### config.mk
export PLATFORM = sky130hd
export DESIGN_NAME = chain_dma
export DESIGN_NICKNAME = d
export VERILOG_FILES = /design/src/rtl/cdma_pkg.sv /design/src/rtl/cdma_desc_table.sv /design/src/rtl/cdma_mover.sv /design/src/rtl/cdma_chain.sv /design/src/rtl/chain_dma.sv
export SDC_FILE = /design/constraint.sdc
export NUM_CORES = 2
export LEC_CHECK = 0
export BUFFER_PORTS_ARGS = -buffer_cell sky130_fd_sc_hd__buf_2
export CAP_MARGIN = 15
export CORE_UTILIZATION = 60
export CTS_CLUSTER_SIZE = 24
export DETAILED_ROUTE_END_ITERATION = 8
export PLACE_DENSITY = 0.78
export SYNTH_ARGS = -nofsm -noshare
export SYNTH_HDL_FRONTEND = slang
export SYNTH_SLANG_ARGS = --single-unit
### constraint.sdc
create_clock -name clk -period 6.9 [get_ports clk]
set_input_delay 0.345 -clock clk [delete_from_list [all_inputs] [get_ports clk]]
set_output_delay 0.345 -clock clk [all_outputs]
set_load 0.005 [all_outputs]
### src/rtl/cdma_pkg.sv
package cdma_pkg;

    localparam int unsigned ADDR_W     = 32;
    localparam int unsigned DATA_W     = 32;
    localparam int unsigned LEN_W      = 12;
    localparam int unsigned MAX_BYTES  = 2048;
    localparam int unsigned BURST_LEN  = 4;
    localparam int unsigned WORD_BYTES = DATA_W / 8;
    localparam int unsigned WSHIFT     = $clog2(WORD_BYTES);
    localparam int unsigned CNT_W      = $clog2(MAX_BYTES / WORD_BYTES) + 1;

    localparam int unsigned CTL_VALID_BIT = 31;
    localparam int unsigned CTL_LAST_BIT  = 30;

    localparam int unsigned REG_CMD   = 0;
    localparam int unsigned REG_PTR   = 1;
    localparam int unsigned DESC_BASE = 4;

    typedef struct packed {
        logic [ADDR_W-1:0] src;
        logic [ADDR_W-1:0] dst;
        logic              valid;
        logic              last;
        logic [LEN_W-1:0]  len;
    } desc_t;

    typedef enum logic [2:0] {
        CH_IDLE, CH_FETCH, CH_MOVE, CH_RETIRE, CH_DONE
    } chain_st_e;

    typedef enum logic [2:0] {
        MV_IDLE, MV_RREQ, MV_RDATA, MV_WREQ, MV_DONE
    } move_st_e;

    // Byte count to word count, saturated at the per-descriptor ceiling.
    function automatic logic [CNT_W-1:0] bytes_to_words(input logic [LEN_W-1:0] nbytes);
        if (nbytes >= LEN_W'(MAX_BYTES))
            return CNT_W'(MAX_BYTES / WORD_BYTES);
        return CNT_W'(nbytes >> WSHIFT);
    endfunction

endpackage

### src/rtl/cdma_desc_table.sv
module cdma_desc_table
    import cdma_pkg::*;
#(
    parameter int unsigned NDESC = 8,
    parameter int unsigned IW    = $clog2(NDESC)
) (
    input  logic              clk,
    input  logic              rst,
    input  logic              wr_en,
    input  logic [IW-1:0]     wr_idx,
    input  logic [1:0]        wr_fld,
    input  logic [DATA_W-1:0] wr_data,
    input  logic              clr_en,
    input  logic [IW-1:0]     clr_idx,
    input  logic [IW-1:0]     cur_idx,
    output desc_t             cur_desc,
    output logic [IW-1:0]     nxt_idx,
    output logic              nxt_valid,
    input  logic [IW-1:0]     sw_idx,
    input  logic [1:0]        sw_fld,
    output logic [DATA_W-1:0] sw_rdata
);

    desc_t ent [NDESC];

    logic unused_ctl;
    assign unused_ctl = ^wr_data[CTL_LAST_BIT-1:LEN_W];

    for (genvar g = 0; g < NDESC; g++) begin : g_ent
        desc_t q;
        always_ff @(posedge clk) begin
            if (rst) begin
                q <= '0;
            end else begin
                if (wr_en && wr_idx == IW'(g)) begin
                    case (wr_fld)
                        2'd0: q.src <= wr_data;
                        2'd1: q.dst <= wr_data;
                        2'd2: begin
                            q.valid <= wr_data[CTL_VALID_BIT];
                            q.last  <= wr_data[CTL_LAST_BIT];
                            q.len   <= wr_data[LEN_W-1:0];
                        end
                        default: ;
                    endcase
                end
                // Hardware retire has priority over a software write.
                if (clr_en && clr_idx == IW'(g))
                    q.valid <= 1'b0;
            end
        end
        assign ent[g] = q;
    end

    assign cur_desc  = ent[cur_idx];
    assign nxt_idx   = (cur_idx == IW'(NDESC - 1)) ? '0 : cur_idx + 1'b1;
    assign nxt_valid = ent[nxt_idx].valid;

    always_comb begin
        sw_rdata = '0;
        case (sw_fld)
            2'd0: sw_rdata = ent[sw_idx].src;
            2'd1: sw_rdata = ent[sw_idx].dst;
            2'd2: begin
                sw_rdata[CTL_VALID_BIT] = ent[sw_idx].valid;
                sw_rdata[CTL_LAST_BIT]  = ent[sw_idx].last;
                sw_rdata[LEN_W-1:0]     = ent[sw_idx].len;
            end
            default: ;
        endcase
    end

endmodule

### src/rtl/cdma_mover.sv
module cdma_mover
    import cdma_pkg::*;
(
    input  logic              clk,
    input  logic              rst,
    input  logic              go,
    input  logic [ADDR_W-1:0] src,
    input  logic [ADDR_W-1:0] dst,
    input  logic [LEN_W-1:0]  len,
    output logic              done,
    output logic              m_req,
    output logic              m_we,
    output logic              m_burst,
    output logic [ADDR_W-1:0] m_addr,
    output logic [DATA_W-1:0] m_wdata,
    input  logic              m_gnt,
    input  logic              m_rvalid,
    input  logic [DATA_W-1:0] m_rdata
);

    localparam int unsigned BW = $clog2(BURST_LEN);

    move_st_e          st;
    logic [ADDR_W-1:0] src_a, dst_a;
    logic [CNT_W-1:0]  rem;
    logic              is_burst;
    logic [BW-1:0]     beat;
    logic [DATA_W-1:0] dbuf [BURST_LEN];

    logic [BW-1:0]     last_beat;
    logic [CNT_W-1:0]  chunk;
    logic [CNT_W-1:0]  go_words;
    logic              can_burst;

    assign last_beat = is_burst ? BW'(BURST_LEN - 1) : '0;
    assign chunk     = is_burst ? CNT_W'(BURST_LEN) : CNT_W'(1);
    assign go_words  = bytes_to_words(len);
    assign can_burst = rem >= CNT_W'(BURST_LEN);

    always_ff @(posedge clk) begin
        if (rst) begin
            st       <= MV_IDLE;
            src_a    <= '0;
            dst_a    <= '0;
            rem      <= '0;
            is_burst <= 1'b0;
            beat     <= '0;
        end else begin
            case (st)
                MV_IDLE: if (go) begin
                    src_a <= src;
                    dst_a <= dst;
                    rem   <= go_words;
                    beat  <= '0;
                    st    <= (go_words == '0) ? MV_DONE : MV_RREQ;
                end
                MV_RREQ: if (m_gnt) begin
                    is_burst <= can_burst;
                    beat     <= '0;
                    st       <= MV_RDATA;
                end
                MV_RDATA: if (m_rvalid) begin
                    if (beat == last_beat) begin
                        beat <= '0;
                        st   <= MV_WREQ;
                    end else begin
                        beat <= beat + 1'b1;
                    end
                end
                MV_WREQ: if (m_gnt) begin
                    dst_a <= dst_a + ADDR_W'(WORD_BYTES);
                    if (beat == last_beat) begin
                        src_a <= src_a + (ADDR_W'(chunk) << WSHIFT);
                        rem   <= rem - chunk;
                        beat  <= '0;
                        st    <= (rem == chunk) ? MV_DONE : MV_RREQ;
                    end else begin
                        beat <= beat + 1'b1;
                    end
                end
                MV_DONE: st <= MV_IDLE;
                default: st <= MV_IDLE;
            endcase
        end
    end

    for (genvar g = 0; g < BURST_LEN; g++) begin : g_lane
        always_ff @(posedge clk) begin
            if (rst)
                dbuf[g] <= '0;
            else if (st == MV_RDATA && m_rvalid && beat == BW'(g))
                dbuf[g] <= m_rdata;
        end
    end

    assign m_req   = (st == MV_RREQ) || (st == MV_WREQ);
    assign m_we    = (st == MV_WREQ);
    assign m_burst = (st == MV_RREQ) && can_burst;
    assign m_addr  = (st == MV_WREQ) ? dst_a : src_a;
    assign m_wdata = dbuf[beat];
    assign done    = (st == MV_DONE);

    // a pending request is held unchanged until it is granted.
    a_r12_req_hold: assert property (@(posedge clk) disable iff (rst)
        m_req && !m_gnt |=> m_req && $stable(m_we) && $stable(m_burst)
                            && $stable(m_addr) && $stable(m_wdata));

    // a zero-word descriptor finishes next cycle with no request.
    a_r6_zero_len: assert property (@(posedge clk) disable iff (rst)
        go && st == MV_IDLE && bytes_to_words(len) == '0 |=> done && !m_req);

endmodule

### src/rtl/cdma_chain.sv
module cdma_chain
    import cdma_pkg::*;
#(
    parameter int unsigned NDESC = 8,
    parameter int unsigned IW    = $clog2(NDESC)
) (
    input  logic          clk,
    input  logic          rst,
    input  logic          start_cmd,
    input  logic          ptr_we,
    input  logic [IW-1:0] ptr_wdata,
    input  logic          cur_valid,
    input  logic          cur_last,
    input  logic [IW-1:0] nxt_idx,
    input  logic          nxt_valid,
    input  logic          mv_done,
    output logic          mv_go,
    output logic          clr_en,
    output logic [IW-1:0] ptr_q,
    output logic          busy,
    output logic          err,
    output logic          bc
);

    chain_st_e st;

    always_ff @(posedge clk) begin
        if (rst) begin
            st    <= CH_IDLE;
            ptr_q <= '0;
            err   <= 1'b0;
        end else begin
            if (start_cmd && st != CH_IDLE)
                err <= 1'b1;
            case (st)
                CH_IDLE: begin
                    if (start_cmd)
                        st <= CH_FETCH;
                    else if (ptr_we)
                        ptr_q <= ptr_wdata;
                end
                CH_FETCH:  st <= cur_valid ? CH_MOVE : CH_DONE;
                CH_MOVE:   if (mv_done) st <= CH_RETIRE;
                CH_RETIRE: begin
                    ptr_q <= nxt_idx;
                    st    <= (cur_last || !nxt_valid) ? CH_DONE : CH_FETCH;
                end
                CH_DONE:   st <= CH_IDLE;
                default:   st <= CH_IDLE;
            endcase
        end
    end

    assign mv_go  = (st == CH_FETCH) && cur_valid;
    assign clr_en = (st == CH_RETIRE);
    assign busy   = (st != CH_IDLE);
    assign bc     = (st == CH_DONE);

    // completion is a single pulse that ends the run.
    a_r9_bc_ends_run: assert property (@(posedge clk) disable iff (rst)
        bc |=> !bc && !busy);

    // the error flag is sticky.
    a_r10_err_sticky: assert property (@(posedge clk) disable iff (rst)
        err |=> err);

    // a start during a run raises the error flag.
    a_r10_start_busy: assert property (@(posedge clk) disable iff (rst)
        start_cmd && busy |=> err);

endmodule

### src/rtl/chain_dma.sv
module chain_dma
    import cdma_pkg::*;
#(
    parameter int unsigned NDESC = 8,
    parameter int unsigned RA_W  = $clog2(DESC_BASE + 4 * NDESC)
) (
    input  logic              clk,
    input  logic              rst,
    input  logic              reg_wr,
    input  logic [RA_W-1:0]   reg_addr,
    input  logic [31:0]       reg_wdata,
    output logic [31:0]       reg_rdata,
    output logic              m_req,
    output logic              m_we,
    output logic              m_burst,
    output logic [31:0]       m_addr,
    output logic [31:0]       m_wdata,
    input  logic              m_gnt,
    input  logic              m_rvalid,
    input  logic [31:0]       m_rdata,
    output logic              busy,
    output logic              err,
    output logic              bc
);

    localparam int unsigned IW    = $clog2(NDESC);
    localparam int unsigned ROW_W = RA_W - 2;

    logic [ROW_W-1:0] row;
    logic [ROW_W-1:0] row_m1;
    logic             hit_desc;
    logic [IW-1:0]    desc_idx;
    logic [1:0]       fld;
    logic             start_cmd;
    logic             ptr_we;

    assign row      = reg_addr[RA_W-1:2];
    assign row_m1   = row - 1'b1;
    assign fld      = reg_addr[1:0];
    assign hit_desc = (row != '0) && (row_m1 < ROW_W'(NDESC)) && (fld != 2'd3);
    assign desc_idx = IW'(row_m1);
    assign start_cmd = reg_wr && reg_addr == RA_W'(REG_CMD) && reg_wdata[0];
    assign ptr_we    = reg_wr && reg_addr == RA_W'(REG_PTR);

    desc_t         cur_desc;
    logic [IW-1:0] nxt_idx;
    logic          nxt_valid;
    logic [31:0]   sw_rdata;
    logic          clr_en;
    logic [IW-1:0] ptr_q;
    logic          mv_go;
    logic          mv_done;

    cdma_desc_table #(.NDESC(NDESC)) u_table (
        .clk       (clk),
        .rst       (rst),
        .wr_en     (reg_wr && hit_desc),
        .wr_idx    (desc_idx),
        .wr_fld    (fld),
        .wr_data   (reg_wdata),
        .clr_en    (clr_en),
        .clr_idx   (ptr_q),
        .cur_idx   (ptr_q),
        .cur_desc  (cur_desc),
        .nxt_idx   (nxt_idx),
        .nxt_valid (nxt_valid),
        .sw_idx    (desc_idx),
        .sw_fld    (fld),
        .sw_rdata  (sw_rdata)
    );

    cdma_chain #(.NDESC(NDESC)) u_chain (
        .clk       (clk),
        .rst       (rst),
        .start_cmd (start_cmd),
        .ptr_we    (ptr_we),
        .ptr_wdata (reg_wdata[IW-1:0]),
        .cur_valid (cur_desc.valid),
        .cur_last  (cur_desc.last),
        .nxt_idx   (nxt_idx),
        .nxt_valid (nxt_valid),
        .mv_done   (mv_done),
        .mv_go     (mv_go),
        .clr_en    (clr_en),
        .ptr_q     (ptr_q),
        .busy      (busy),
        .err       (err),
        .bc        (bc)
    );

    cdma_mover u_mover (
        .clk      (clk),
        .rst      (rst),
        .go       (mv_go),
        .src      (cur_desc.src),
        .dst      (cur_desc.dst),
        .len      (cur_desc.len),
        .done     (mv_done),
        .m_req    (m_req),
        .m_we     (m_we),
        .m_burst  (m_burst),
        .m_addr   (m_addr),
        .m_wdata  (m_wdata),
        .m_gnt    (m_gnt),
        .m_rvalid (m_rvalid),
        .m_rdata  (m_rdata)
    );

    always_comb begin
        reg_rdata = '0;
        if (reg_addr == RA_W'(REG_CMD))
            reg_rdata = {30'd0, err, busy};
        else if (reg_addr == RA_W'(REG_PTR))
            reg_rdata = 32'(ptr_q);
        else if (hit_desc)
            reg_rdata = sw_rdata;
    end

    // the master port is quiet whenever no run is active.
    a_r2_idle_quiet: assert property (@(posedge clk) disable iff (rst)
        !busy |-> !m_req);

endmodule

# == After elaboration in Yosys (flattened, before gate mapping) ==
# Memories as Yosys holds them, arrays and structs flattened. A register that Yosys moved wholly into a read port is not among the register bits.
# Index checks and enable logic that the tools add are counted.
# totals
reg_bits,711
ram_bits,128
in_bits,75
out_inout_bits,102
word_cells,271
memories,1
# mem_list
memory,words,word_bits,read_ports,rd_ports_with_merged_regs,wr,line_no,source
u_mover.dbuf,4,32,1,1,4,cdma_mover.sv:28,logic [DATA_W-1:0] dbuf [BURST_LEN];
# op_classes
n_addsub,6
n_lt_le_gt_ge,6
eq_ne,41
muxes,76
bitwise,7
reduce_logical,85
# ops
operator,n
78-bit binary-select mux with 3-bit select,3
32-bit two-way mux,13
78-bit two-way mux,4
32-bit case mux with 2 select lines,2
2-bit AND reduction,26
10-bit two-way mux,5
3-bit two-way mux,16
12-bit case mux with 3 select lines,1
18-bit case mux with 2 select lines,1
32-bit by 12-bit adder with 32-bit output,1
32-bit by 3-bit adder with 32-bit output (second input constant),1
3-bit equality test (second input constant),10
1-bit logical AND,30
14-bit two-way mux,2
3-bit by 2-bit equality test with 1-bit output (second input constant),8
3-bit case mux with 4 select lines,2
10-bit case mux with 2 select lines,1
2-bit two-way mux,8
2-bit OR reduction,8
1-bit two-way mux,15
2-bit != test (second input constant),7
3-bit by 1-bit equality test with 1-bit output (second input constant),4
12-bit greater-or-equal comparator (second input constant),1
4-bit greater-or-equal comparator (second input constant),3
30 further kinds,49

# == Depth between registers and ports, before layout ==
# logic_depth
ltp_word,11
depth_mapped,13
depth_no_buf,8

# == Cells and area by module ==
# From an unflattened synthesis, not the netlist that was laid out.
# unflattened
hier_cells,4816
hier_area_um2,43560.5
# modules_own_cells
module,instances,cells_each,area_each_um2
cdma_desc_table,1,3599,31556.5
cdma_mover,1,1118,11227.0
cdma_chain,1,48,389.1
chain_dma,1,51,387.9

# == Worst setup path before layout ==
# OpenSTA, ideal clock, no wires.
# synth_path
kind,input-to-output
from,input reg_addr[2]
to,output reg_rdata[2]
arrival_ps,3384
required_ps,6555
slack_ps,3171
path_stages,10
path_buffers,3
cell_sequence,buf_2 buf_2 buf_1 inv_1 ha_1 xnor2_2 mux4_2 nor3b_1 or4_1 o32a_1
# synth_between
elab_chain_len,9
elab_cells_between_ends,15
# synth_rtl
element,line_no,source
from (decl),chain_dma.sv:10,"input logic [RA_W-1:0] reg_addr,"
4-bit by 1-bit subtractor with 4-bit output,chain_dma.sv:38,assign row_m1 = row - 1'b1;
3-bit inverter with 4-bit output (implied by the code),"cdma_desc_table.sv:62, cdma_desc_table.sv:63, cdma_desc_table.sv:67",
78-bit binary-select mux with 3-bit select,"cdma_desc_table.sv:62, cdma_desc_table.sv:63, cdma_desc_table.sv:67",
78-bit two-way mux (implied by the code) (2 in series),cdma_desc_table.sv:62,2'd0: sw_rdata = ent[sw_idx].src;
12-bit case mux with 3 select lines,cdma_desc_table.sv:61,case (sw_fld)
32-bit two-way mux,chain_dma.sv:115,else if (hit_desc)
32-bit two-way mux,chain_dma.sv:113,else if (reg_addr == RA_W'(REG_PTR))
32-bit two-way mux (*),chain_dma.sv:111,if (reg_addr == RA_W'(REG_CMD))
to (decl),chain_dma.sv:12,"output logic [31:0] reg_rdata,"
# Mark *: on every way between the ends. The rest lies on a longest branch, timed or not. The select of a mux whose other input is x is not followed.

# == Worst setup path in the final report ==
# Ends and elaborated chain as after synthesis.

==> results.py <==
metrics = {
    "logic_synthesis": {
        "synth_compound_area_frac": 0.1225,
        "synthAdderAreaFrac": 0.006318,
        "synth.most_common_cell": "nand2_1",
        "synthSimpleGateAreaFrac": 0.1948,
        "synth_cells": 4731,
        "async_reset_ff_frac": 0,
        "avgSynthCellArea_um2": 9.209,
        "synth_top_family_by_area": "multiplexers",
        "yosys-top-cells-count": "nand2_1, dfxtp_1, a21oi_1",
        "syn-num-nets": 4828,
        "synth_xor_area_frac": 0.0009765,
        "yosys_warnings": 0,
        "yosys.area.top_type": "dfxtp_1",
        "synth_top_area_share": 0.3276,
        "ys_ff_latch": 841,
        "ys_types": 76,
        "syn_area_um2": 43570,
        "synth.area.top_cells": "dfxtp_1, mux4_2, nand2_1",
        "ys.flop_type": "dfxtp_1",
        "synth-edff-count": 128,
        "muxShareOfSynthArea": 0.2103,
        "yosysSeqAreaShare": 0.4159,
    },
    "final_layout": {
        "multi_input_area_um2": 23440,
        "seq_area_um2": 18130,
        "finalNetCount": 4694,
        "drive_gt1_frac": 0.1727,
        "area_growth_pct": 8.851,
        "fillers": 5612,
    },
    "floorplanning": {
        "core-area_um2": 71610,
        "die_width_um": 271.5,
        "rows": 98,
        "fp.dieH_um": 271.5,
        "initial_core_util": 0.6084,
        "die_area_um2": 73690,
        "ioPinCount": 177,
    },
    "placed_design": {
        "port_buffers": 176,
        "place_ws_ps": 2227,
        "dpl.hpwl_um": 87770,
        "routabilityCongestion": 0.9165,
    },
    "sta": {
        "max_slew_margin": 0.1462,
        "rsz0062_at_grt": "false",
        "finalSetupTns_ps": 0,
        "max_freq_mhz": 216.4,
        "finClkSkew_ps": 32.33,
        "fin_ws_ps": 2279,
        "final_hold_viol_count": 0,
        "setup_viol": 0,
        "period_needed_ps": 4621,
        "period_share": 0.6697,
        "finalMaxSlewViolations": 0,
        "tightest_slew_ps": 1271,
    },
    "critical_path": {
        "crit_path_max_incr_delay_ps": 640,
        "cp-start-kind": "input port",
        "cp_slowest_cell": "buf_8",
        "worstPathArrival_ps": 4280,
        "worst-setup-path-type": "input port to output port",
        "critical_path_required_ps": 6550,
        "end_kind": "output port",
        "path_cells": "buf_8 -> inv_1 -> ha_1 -> xnor2_4 -> buf_4 -> mux4_2 -> nor3b_1 -> or4_1 -> o32a_1 -> buf_2",
        "crit_fanout": 79,
    },
    "drt": {
        "via_per_inst": 6.922,
        "first_iter_violations": 6416,
        "ant_nets": 0,
        "firstDrtPassIters": 8,
        "wirelength_um": 145900,
        "drc": 0,
        "vias": 38903,
        "wire_per_inst_um": 25.95,
    },
    "clock_network": {
        "clkLatencyLatePin_ps": 670,
        "clock-sinks": 841,
        "root_buffer": "clkbuf_16",
        "cts.clk_slew.worst_paths_ps": 60,
        "htree_levels": 3,
        "tritoncts": "built",
        "cts_hold_buf": 0,
        "cts_buffer_depth": 3,
        "cts_buffers": 87,
        "cts.repair.resized": 0,
        "post_cts_buffers": 0,
    },
    "global_routing": {
        "grt_pass1_vias": 36359,
        "antenna_found_initial": 8,
        "grt_use_total": 0.3881,
        "grt_overflow_total": 0,
        "grt_start_max_net_pins": 226,
        "grt_pass1_wl_um": 220900,
    },
    "outcome": {
        "run_status": "finished, final reports clean",
    },
    "power_and_ir_drop": {
        "powerDensity_nw_per_um2": 220.2,
        "leakagePower_uw": 0.01591,
        "vdd_ir_drop_max_mv": 0.2029,
    },
    "flow_run": {
        "maxCapViolCount": 0,
    },
    "hold_path": {
        "hold_path.class": "input port to flip-flop",
    },
}
-- critical path, delay by kind of cell --
kind / cells / cell delay (ps)
xor gates and xnor gates: 1 / 200
adders and majority gates: 1 / 430
AOI/OAI and AO/OA: 1 / 380
buffers and inverters: 4 / 1600
muxes: 1 / 590
and+or+nand+nor: 2 / 710
-- layout by cell type, fill, tap and decap left out, types with 78 or more instances in the layout --
cell type  Yosys  layout
a21oi_1      661     660
and3_1       142     142
buf_2         79     174
buf_4         17      78
clkbuf_16      0      88
dfxtp_1      713     709
edfxtp_1     128     128
mux2i_1      137     137
mux4_2       335     335
nand2_1     1369    1369
nor2_1       162     160
-- through the flow --
step	cells	hold WS, ps	utilization	power (µW)	instance area [µm²]
3_5_place_dp	5456	457.8	0.6210	5704	44470
3_3_place_gp	5456	449.3	0.6210	5697	44470
4_1_cts	5614	12.57	0.6613	10420	47360
2_1_floorplan	4731	441.6	-	5512	43570
5_1_grt	5619	37.53	0.6622	10660	47420
6_report	5620	31.12	0.6623	10440	47420
-- metal layers --
| layer | up-vias | GRT usage | wire, µm |
|---|---|---|---|
| li1 | 16572 | - | - |
| met1 | 18667 | 0.5172 | 52790 |
| met2 | 3038 | 0.5740 | 63650 |
| met3 | 620 | 0.1069 | 20610 |
| met4 | 6 | 0.2105 | 8639 |
| met5 | - | 0.01091 | 157 |
-- power by group --
group / internal, µW / leakage (µW) / switching, µW
logic: 155 / 0.00742 / 429
clock network: 2760 / 0.00142 / 2060
registers: 5010 / 0.00707 / 23.0
total: 7920 / 0.0159 / 2520
-- cell families after synthesis --
family,count (synthesis)
compound gates,937
xor+xnor,4
fa+ha+maj,22
buf+inv,512
flops,841
mux,494
simple gates,1921
-- worst paths after layout --
kind                    start                  end  slack (ps)  cells after the start
max               reg_addr[2]         reg_rdata[2]        2280                     10
min               m_rdata[18]  u_mover.dbuf[2][18]          30                      2
max reg2reg     u_mover.st[2]    u_mover.dst_a[27]        2850                      8
min reg2reg  u_table.ent[213]     u_table.ent[213]         460                      2
-- sequential cells by signal (all words and copies together), names as in the netlist, named ones only --
| register | count |
|---|---|
| u_chain.ptr_q | 3 |
| u_mover.is_burst | 1 |
| u_chain.st | 3 |
| u_mover.beat | 2 |
| u_mover.dst_a | 32 |
| u_mover.dbuf | 128 |
| u_mover.rem | 10 |
| u_mover.src_a | 32 |
| u_table.ent | 624 |
| u_mover.st | 3 |
| u_chain.err | 1 |
-- layout make-up --
type / instances / area share
antenna: 4 / 0.0002111
clock buffer: 129 / 0.05380
clock inverter: 29 / 0.007124
inverter: 27 / 0.002163
multi-input combinational: 3378 / 0.4944
sequential: 841 / 0.3822
tap: 950 / 0.02506
timing repair buffer: 262 / 0.03504
Power figures use the tool's default switching activity.
